File: config.mk
export PLATFORM = sky130hd
export DESIGN_NAME = flash_pe_ctrl
export DESIGN_NICKNAME = d
export VERILOG_FILES = /design/src/rtl/flash_pe_pkg.sv /design/src/rtl/flash_bus_cycle.sv /design/src/rtl/flash_poll_eval.sv /design/src/rtl/flash_pe_ctrl.sv
export SDC_FILE = /design/constraint.sdc
export NUM_CORES = 1
export LEC_CHECK = 0
export ABC_AREA = 0
export BUFFER_PORTS_ARGS = -buffer_cell sky130_fd_sc_hd__buf_4
export CAP_MARGIN = 20
export CORE_UTILIZATION = 55
export DETAILED_ROUTE_END_ITERATION = 6
export GPL_ROUTABILITY_DRIVEN = 0
export GPL_TIMING_DRIVEN = 0
export PLACE_DENSITY_LB_ADDON = 0.05
export REMOVE_ABC_BUFFERS = 1
export SYNTH_ARGS = -nofsm -noshare
export SYNTH_HDL_FRONTEND = slang
export SYNTH_SLANG_ARGS = --single-unit
File: constraint.sdc
create_clock -name clk_i -period 2.25 [get_ports clk_i]
set_input_delay 0.3375 -clock clk_i [delete_from_list [all_inputs] [get_ports clk_i]]
set_output_delay 0.3375 -clock clk_i [all_outputs]
set_load 0.01 [all_outputs]
File: src/rtl/flash_pe_pkg.sv
package flash_pe_pkg;

  typedef enum logic [1:0] {
    OP_PROG = 2'd0,
    OP_SECT = 2'd1,
    OP_CHIP = 2'd2
  } op_e;

  typedef enum logic [1:0] {
    V_AGAIN = 2'd0,
    V_OK    = 2'd1,
    V_FAIL  = 2'd2
  } verdict_e;

  typedef struct packed {
    logic        use_tgt;   // drive request address instead of fixed one
    logic        use_data;  // drive request byte instead of fixed one
    logic [11:0] addr;
    logic [7:0]  data;
  } cmd_t;

  function automatic cmd_t seq_word(op_e op, logic [2:0] step);
    cmd_t c;
    c = '{use_tgt: 1'b0, use_data: 1'b0, addr: 12'h555, data: 8'hAA};
    case (step)
      3'd0: ;
      3'd1, 3'd4: begin c.addr = 12'h2AA; c.data = 8'h55; end
      3'd2: c.data = (op == OP_PROG) ? 8'hA0 : 8'h80;
      3'd3: if (op == OP_PROG) begin c.use_tgt = 1'b1; c.use_data = 1'b1; end
      default: begin
        if (op == OP_SECT) begin c.use_tgt = 1'b1; c.data = 8'h30; end
        else c.data = 8'h10;
      end
    endcase
    return c;
  endfunction

endpackage

File: src/rtl/flash_bus_cycle.sv
module flash_bus_cycle #(
  parameter int AW       = 20,
  parameter int T_SETUP  = 1,
  parameter int T_STROBE = 2,
  parameter int T_HOLD   = 1,
  parameter int CNT_W    = 8
) (
  input  logic          clk_i,
  input  logic          rst_ni,
  input  logic          req_i,
  input  logic          wr_i,
  input  logic [AW-1:0] addr_i,
  input  logic [7:0]    wdata_i,
  output logic          ack_o,
  output logic [7:0]    rdata_o,
  output logic [AW-1:0] fl_addr_o,
  output logic [7:0]    fl_dq_o,
  input  logic [7:0]    fl_dq_i,
  output logic          fl_ce_no,
  output logic          fl_oe_no,
  output logic          fl_we_no
);

  typedef enum logic [1:0] {B_IDLE, B_SETUP, B_STROBE, B_HOLD} bst_e;

  localparam logic [CNT_W-1:0] LastSetup  = CNT_W'(T_SETUP - 1);
  localparam logic [CNT_W-1:0] LastStrobe = CNT_W'(T_STROBE - 1);
  localparam logic [CNT_W-1:0] LastHold   = CNT_W'(T_HOLD - 1);

  bst_e             st_q;
  logic [CNT_W-1:0] cnt_q;
  logic             wr_q;
  logic [AW-1:0]    addr_q;
  logic [7:0]       wdata_q;

  always_ff @(posedge clk_i or negedge rst_ni) begin
    if (!rst_ni) begin
      st_q    <= B_IDLE;
      cnt_q   <= '0;
      wr_q    <= 1'b0;
      addr_q  <= '0;
      wdata_q <= '0;
      ack_o   <= 1'b0;
      rdata_o <= '0;
    end else begin
      ack_o <= 1'b0;
      case (st_q)
        B_IDLE: if (req_i) begin
          st_q    <= B_SETUP;
          cnt_q   <= '0;
          wr_q    <= wr_i;
          addr_q  <= addr_i;
          wdata_q <= wdata_i;
        end
        B_SETUP: if (cnt_q == LastSetup) begin
          st_q  <= B_STROBE;
          cnt_q <= '0;
        end else cnt_q <= cnt_q + 1'b1;
        B_STROBE: if (cnt_q == LastStrobe) begin
          if (!wr_q) rdata_o <= fl_dq_i;  // sample at end of read strobe
          st_q  <= B_HOLD;
          cnt_q <= '0;
        end else cnt_q <= cnt_q + 1'b1;
        default: if (cnt_q == LastHold) begin
          st_q  <= B_IDLE;
          ack_o <= 1'b1;
        end else cnt_q <= cnt_q + 1'b1;
      endcase
    end
  end

  assign fl_ce_no  = (st_q == B_IDLE);
  assign fl_we_no  = !((st_q == B_STROBE) && wr_q);
  assign fl_oe_no  = !((st_q == B_STROBE) && !wr_q);
  assign fl_addr_o = addr_q;
  assign fl_dq_o   = wdata_q;

  a_r4_single_strobe: assert property (@(posedge clk_i) disable iff (!rst_ni)
    !(!fl_we_no && !fl_oe_no));
  a_r4_strobe_in_ce: assert property (@(posedge clk_i) disable iff (!rst_ni)
    (!fl_we_no || !fl_oe_no) |-> !fl_ce_no);
  a_r4_write_stable: assert property (@(posedge clk_i) disable iff (!rst_ni)
    (!fl_we_no && $past(!fl_we_no)) |-> ($stable(fl_addr_o) && $stable(fl_dq_o)));

endmodule

File: src/rtl/flash_poll_eval.sv
module flash_poll_eval
  import flash_pe_pkg::*;
(
  input  logic     tgl_i,
  input  logic     rd7_i,
  input  logic     rd6_i,
  input  logic     rd5_i,
  input  logic     exp7_i,
  input  logic     prev6_i,
  input  logic     have_prev_i,
  input  logic     recheck_i,
  output verdict_e verdict_o,
  output logic     have_prev_o,
  output logic     recheck_o
);

  always_comb begin
    verdict_o   = V_AGAIN;
    have_prev_o = have_prev_i;
    recheck_o   = recheck_i;
    if (!tgl_i) begin
      if (rd7_i == exp7_i)  verdict_o = V_OK;
      else if (recheck_i)   verdict_o = V_FAIL;
      else if (rd5_i)       recheck_o = 1'b1;
    end else begin
      if (!have_prev_i)           have_prev_o = 1'b1;
      else if (rd6_i == prev6_i)  verdict_o   = V_OK;
      else if (recheck_i)         verdict_o   = V_FAIL;
      else if (rd5_i) begin
        // restart with a fresh pair of reads
        recheck_o   = 1'b1;
        have_prev_o = 1'b0;
      end
    end
  end

endmodule

File: src/rtl/flash_pe_ctrl.sv
module flash_pe_ctrl
  import flash_pe_pkg::*;
#(
  parameter int AW       = 20,
  parameter int T_SETUP  = 1,
  parameter int T_STROBE = 2,
  parameter int T_HOLD   = 1,
  parameter int CNT_W    = 8
) (
  input  logic          clk_i,
  input  logic          rst_ni,
  input  logic          start_i,
  input  logic [1:0]    op_i,
  input  logic [AW-1:0] addr_i,
  input  logic [7:0]    data_i,
  input  logic          toggle_mode_i,
  output logic          busy_o,
  output logic          done_o,
  output logic          fail_o,
  output logic [AW-1:0] fl_addr_o,
  output logic [7:0]    fl_dq_o,
  input  logic [7:0]    fl_dq_i,
  output logic          fl_ce_no,
  output logic          fl_oe_no,
  output logic          fl_we_no
);

  typedef enum logic [1:0] {ST_IDLE, ST_CMD, ST_POLL, ST_END} st_e;

  st_e           st_q;
  op_e           op_q;
  logic [AW-1:0] addr_q;
  logic [7:0]    data_q;
  logic          tgl_q, wait_q, fail_q, recheck_q, have_prev_q, prev6_q;
  logic [2:0]    step_q;

  logic          req, ack;
  logic [7:0]    rdata;
  logic [AW-1:0] bus_addr;
  logic [7:0]    bus_wdata;
  cmd_t          cmd;
  verdict_e      verdict;
  logic          nxt_have_prev, nxt_recheck, exp7;
  logic [2:0]    last_step;

  assign cmd       = seq_word(op_q, step_q);
  assign last_step = (op_q == OP_PROG) ? 3'd3 : 3'd5;
  assign exp7      = (op_q == OP_PROG) ? data_q[7] : 1'b1;
  assign req       = ((st_q == ST_CMD) || (st_q == ST_POLL)) && !wait_q;
  assign bus_addr  = (st_q == ST_POLL || cmd.use_tgt) ? addr_q : AW'(cmd.addr);
  assign bus_wdata = cmd.use_data ? data_q : cmd.data;

  flash_bus_cycle #(
    .AW(AW), .T_SETUP(T_SETUP), .T_STROBE(T_STROBE), .T_HOLD(T_HOLD), .CNT_W(CNT_W)
  ) u_bus (
    .clk_i, .rst_ni,
    .req_i    (req),
    .wr_i     (st_q == ST_CMD),
    .addr_i   (bus_addr),
    .wdata_i  (bus_wdata),
    .ack_o    (ack),
    .rdata_o  (rdata),
    .fl_addr_o, .fl_dq_o, .fl_dq_i, .fl_ce_no, .fl_oe_no, .fl_we_no
  );

  flash_poll_eval u_eval (
    .tgl_i       (tgl_q),
    .rd7_i       (rdata[7]),
    .rd6_i       (rdata[6]),
    .rd5_i       (rdata[5]),
    .exp7_i      (exp7),
    .prev6_i     (prev6_q),
    .have_prev_i (have_prev_q),
    .recheck_i   (recheck_q),
    .verdict_o   (verdict),
    .have_prev_o (nxt_have_prev),
    .recheck_o   (nxt_recheck)
  );

  logic unused_rd;
  assign unused_rd = ^rdata[4:0];

  always_ff @(posedge clk_i or negedge rst_ni) begin
    if (!rst_ni) begin
      st_q        <= ST_IDLE;
      op_q        <= OP_PROG;
      addr_q      <= '0;
      data_q      <= '0;
      tgl_q       <= 1'b0;
      wait_q      <= 1'b0;
      fail_q      <= 1'b0;
      recheck_q   <= 1'b0;
      have_prev_q <= 1'b0;
      prev6_q     <= 1'b0;
      step_q      <= '0;
    end else begin
      if (req) wait_q <= 1'b1;
      case (st_q)
        ST_IDLE: if (start_i && op_i != 2'd3) begin
          st_q        <= ST_CMD;
          op_q        <= op_e'(op_i);
          addr_q      <= addr_i;
          data_q      <= data_i;
          tgl_q       <= toggle_mode_i;
          step_q      <= '0;
          recheck_q   <= 1'b0;
          have_prev_q <= 1'b0;
          fail_q      <= 1'b0;
          wait_q      <= 1'b0;
        end
        ST_CMD: if (ack) begin
          wait_q <= 1'b0;
          if (step_q == last_step) st_q <= ST_POLL;
          else step_q <= step_q + 1'b1;
        end
        ST_POLL: if (ack) begin
          wait_q      <= 1'b0;
          have_prev_q <= nxt_have_prev;
          recheck_q   <= nxt_recheck;
          prev6_q     <= rdata[6];
          if (verdict != V_AGAIN) begin
            st_q   <= ST_END;
            fail_q <= (verdict == V_FAIL);
          end
        end
        default: st_q <= ST_IDLE;
      endcase
    end
  end

  assign busy_o = (st_q != ST_IDLE);
  assign done_o = (st_q == ST_END) && !fail_q;
  assign fail_o = (st_q == ST_END) && fail_q;

  a_r10_exclusive: assert property (@(posedge clk_i) disable iff (!rst_ni)
    !(done_o && fail_o));
  a_r10_done_pulse: assert property (@(posedge clk_i) disable iff (!rst_ni)
    done_o |=> !done_o);
  a_r10_fail_pulse: assert property (@(posedge clk_i) disable iff (!rst_ni)
    fail_o |=> !fail_o);
  a_r9_busy_at_end: assert property (@(posedge clk_i) disable iff (!rst_ni)
    (done_o || fail_o) |-> busy_o);
  a_r9_accept: assert property (@(posedge clk_i) disable iff (!rst_ni)
    (start_i && !busy_o && op_i != 2'd3) |=> busy_o);
  a_r9_reserved: assert property (@(posedge clk_i) disable iff (!rst_ni)
    (start_i && !busy_o && op_i == 2'd3) |=> !busy_o);
  a_r4_no_write_in_poll: assert property (@(posedge clk_i) disable iff (!rst_ni)
    (st_q == ST_POLL) |-> fl_we_no);

endmodule

==> results.toml <==
[route]
route.final.wire_length_um = 8100
detail_route.vias_per_cell = 5.42
drt.antenna.violating_nets = 0
drt_pass1_iterations = 4
drc = 0
drt-initial-drc-count = 89
wl_per_cell_um = 14.5
routed-via-count = 3018

[synthesis]
synthFlopType = "sky130_fd_sc_hd__dfrtp_1"
netlist-cell-type-count = 50
yosysTopAreaCellShare_pct = 52.0
syn_inst = 381
synth-edff-count = 0
ys_async_sr_fraction_pct = 100
synth_largest_area_cell = "sky130_fd_sc_hd__dfrtp_1"
synth_top_cells_by_count = "sky130_fd_sc_hd__dfrtp_1 (84), sky130_fd_sc_hd__nand2_1 (55), sky130_fd_sc_hd__mux2_2 (33)"
post-synth-top-count-cell = "sky130_fd_sc_hd__dfrtp_1"
post_synth.cell_area_avg_um2 = 10.6
post_synthesis_sequential_element_count = 84
mappedNetlistArea_mm2 = 0.00404
ys.warnings.count = 0
synth.area.top_cells = "sky130_fd_sc_hd__dfrtp_1 (52%), sky130_fd_sc_hd__mux2_2 (9.2%), sky130_fd_sc_hd__ha_1 (5.6%), sky130_fd_sc_hd__nand2_1 (5.1%), sky130_fd_sc_hd__nor2_1 (2.6%)"
synth.yosys.seq_area_share_pct = 52.0

[final_layout]
final_design_area_no_fill_mm2 = 0.00496
post_layout_nonfiller_instances = 557
layout-drive-gt1-share_pct = 30.2
insertedDiodeCount = 0
num-nets-final = 516
utilization_pct = 71.4
area_growth_syn_to_layout_pct = 22.7

[power_and_ir_drop]
power_density_mw_per_mm2 = 1360
vdd.ir_drop.worst_mv = 0.596
power_leakage_nw = 2.28

[clocking]
clock_transition_at_the_registers_of_the_reported_paths_ns = 0.09
cts_root_buf = "sky130_fd_sc_hd__clkbuf_8"
cts_inserted_buffers = 9
tritoncts = "yes"
cts-root-to-sink-buffers = 2
clk-insertion-delay-late_ns = 0.36
clkSinkCount = 84
clock_tree.htree_level_count = 3

[critical_path]
worst_setup_path_end_kind = "register"
critical_path.endpoint = "u_bus.fl_addr_o[9]"
cp.required_ns = 2.53
cp-start-kind = "register"
worst-r2r-cell-count = 7
r2r-end = "u_bus.fl_addr_o[9]"
worst-setup-path-type = "reg -> reg"
setup.worst_path.start = "step_q[0]"
r2r-start = "step_q[0]"
worst-endpoint-arrival_ns = 2.40
cp_max_fo = 9
r2r_slack_ns = 0.13

[place]
dp_cells = 533
io_buffers = 70
postPlaceCellArea_mm2 = 0.00465
detailed_place_hpwl_um = 5510

[sta]
maxSlewHeadroom_pct = 52.8
fmaxAchievable_mhz = 473
finClkSkew_ns = 0.0153
grt_setup_unrepaired = "no"
hold_slack_ns = 0.188
hold_viol = 0
timing_worst_slew_pin_value_ns = 0.707
endpoints_failing_setup = 0
maxSlewViolCount = 0
post-route-period-util_pct = 94.0
min_period_ns = 2.12

[run]
cap_viol_max_count = 0

[grt]
antenna_found_initial = 0
grt_max_degree = 85
gr-usage-all-layers_pct = 22.3
grt.overflow.total = 0
grt_pass1_wl_um = 13100
first_global_vias = 2911

[die]
design.die.area_mm2 = 0.00770
dieWidth_um = 87.7
die_height_um = 87.7
core_area_mm2 = 0.00694
core.rowCount = 30
initial_utilization_pct = 58.2
number_of_placed_i_o_pins = 76

[min_path]
hp-class = "in -> reg"

[status]
status = "complete, no violations"
worst max-delay path, cell delays in order, from the launching register on:
cell	delay, ns
sky130_fd_sc_hd__dfrtp_2	0.45
sky130_fd_sc_hd__inv_1	0.08
sky130_fd_sc_hd__ha_1	0.22
sky130_fd_sc_hd__or3b_1	0.40
sky130_fd_sc_hd__a311oi_4	0.35
sky130_fd_sc_hd__nor2_4	0.11
sky130_fd_sc_hd__a21o_1	0.26
sky130_fd_sc_hd__o21ai_1	0.17
final cells by class:
type                            instances  area, um^2
Clock buffer                           10         128
Clock inverter                          6        71.3
Fill cell                             527        1980
Inverter                               13        48.8
Multi-Input combinational cell        269        1850
Sequential cell                        84        2100
Tap cell                               96         120
Timing Repair Buffer                   79         636
timing repair:
| item | CTS | global route |
|---|---|---|
| buffers inserted | 0 | 5 |
| setup endpoints to repair | 20 | 12 |
| pin swaps | 0 | 4 |
| hold buffers | 0 | 1 |
| resized for setup | 4 | 2 |
| endpoints found under the hold margin | 0 | 34 |
kinds of logic (layout without fill, tap and decap cells):
logic type,count (synthesis),after routing,synth area share (%)
muxes,39,39,10.8
xor gates and xnor gates,2,2,0.433
buffers and inverters,28,108,2.85
and+or+nand+nor,124,124,14.5
DFF,84,84,52.0
adders and majority gates,18,18,5.57
AOI/OAI and AO/OA,86,86,13.8
cells in the final DEF (no fill, tap or decap), types with 2 or more instances in the layout:
cell type                    count
sky130_fd_sc_hd__and2_1          2
sky130_fd_sc_hd__clkbuf_8        9
sky130_fd_sc_hd__o21ai_1        21
sky130_fd_sc_hd__inv_1          13
sky130_fd_sc_hd__dfrtp_1        83
sky130_fd_sc_hd__nor2_1         27
sky130_fd_sc_hd__nand2b_1       12
sky130_fd_sc_hd__mux2_2         33
sky130_fd_sc_hd__or2_1           2
sky130_fd_sc_hd__xnor2_1         2
sky130_fd_sc_hd__o31ai_1         6
sky130_fd_sc_hd__and3_1          4
sky130_fd_sc_hd__ha_1           17
sky130_fd_sc_hd__inv_6           2
sky130_fd_sc_hd__a32o_1          2
sky130_fd_sc_hd__buf_16          2
sky130_fd_sc_hd__nor2b_1         2
sky130_fd_sc_hd__a31oi_1         3
sky130_fd_sc_hd__nand3_1         5
sky130_fd_sc_hd__mux2_1          5
sky130_fd_sc_hd__o22ai_1         4
sky130_fd_sc_hd__nor4b_1         2
sky130_fd_sc_hd__buf_4          76
sky130_fd_sc_hd__o21ai_0        15
sky130_fd_sc_hd__or2_2           2
sky130_fd_sc_hd__a21o_1          3
sky130_fd_sc_hd__a21oi_1        15
sky130_fd_sc_hd__a21boi_0        2
sky130_fd_sc_hd__clkinvlp_4      2
sky130_fd_sc_hd__nor3_1          2
sky130_fd_sc_hd__o2bb2ai_1       4
sky130_fd_sc_hd__nand2_1        55
power by group:
group          switching [mW]  total [mW]  internal (mW)
sequential              0.475        2.64           2.16
clock                   0.570        1.09          0.523
combinational            1.55        3.00           1.45
total                    2.59        6.73           4.13
per-layer routing:
metal / part of all wire, % / track usage (%)
met5: 0 / 0
met2: 49 / 37.4
met3: 4.0 / 5.37
met4: 0.96 / 8.94
met1: 46 / 27.8
sequential cells by signal, indices dropped and copies added (netlist names):
signal and flops:
addr_q 20, u_bus.fl_addr_o 20, data_q 8, u_bus.cnt_q 8, u_bus.fl_dq_o 8, step_q 3
u_bus.rdata_o 3, op_q 2, st_q 2, u_bus.st_q 2, fail_q 1, have_prev_q 1
prev6_q 1, recheck_q 1, tgl_q 1, u_bus.ack_o 1, u_bus.wr_q 1, wait_q 1
how the worst min path moves through the flow:
stage | from | to | slack [ns] | cells after the start
CTS | fl_dq_i[5] | u_bus.rdata_o[5] | 0.18 | 2
floorplan | rst_ni | addr_q[0] | 0.04 | 0
detailed placement | u_bus.fl_dq_o[0] | u_bus.fl_dq_o[0] | 0.47 | 2
global placement | u_bus.fl_dq_o[5] | u_bus.fl_dq_o[5] | 0.46 | 2
finish | fl_dq_i[5] | u_bus.rdata_o[5] | 0.19 | 2
global route | addr_i[3] | addr_q[3] | 0.18 | 2
per-stage QoR:
| step | power (mW) | setup WS [ns] | setup TNS (ns) |
|---|---|---|---|
| after detailed placement | 5.53 | -0.508 | -7.81 |
| after floorplan | 4.50 | 0.0390 | 0 |
| final | 6.73 | 0.135 | 0 |
| after global routing | 7.23 | 0.0163 | 0 |
| after global placement | 5.39 | -0.460 | -17.51 |
| after CTS | 6.65 | 0.0144 | 0 |
Note: power is estimated with default switching activity, not from simulation.
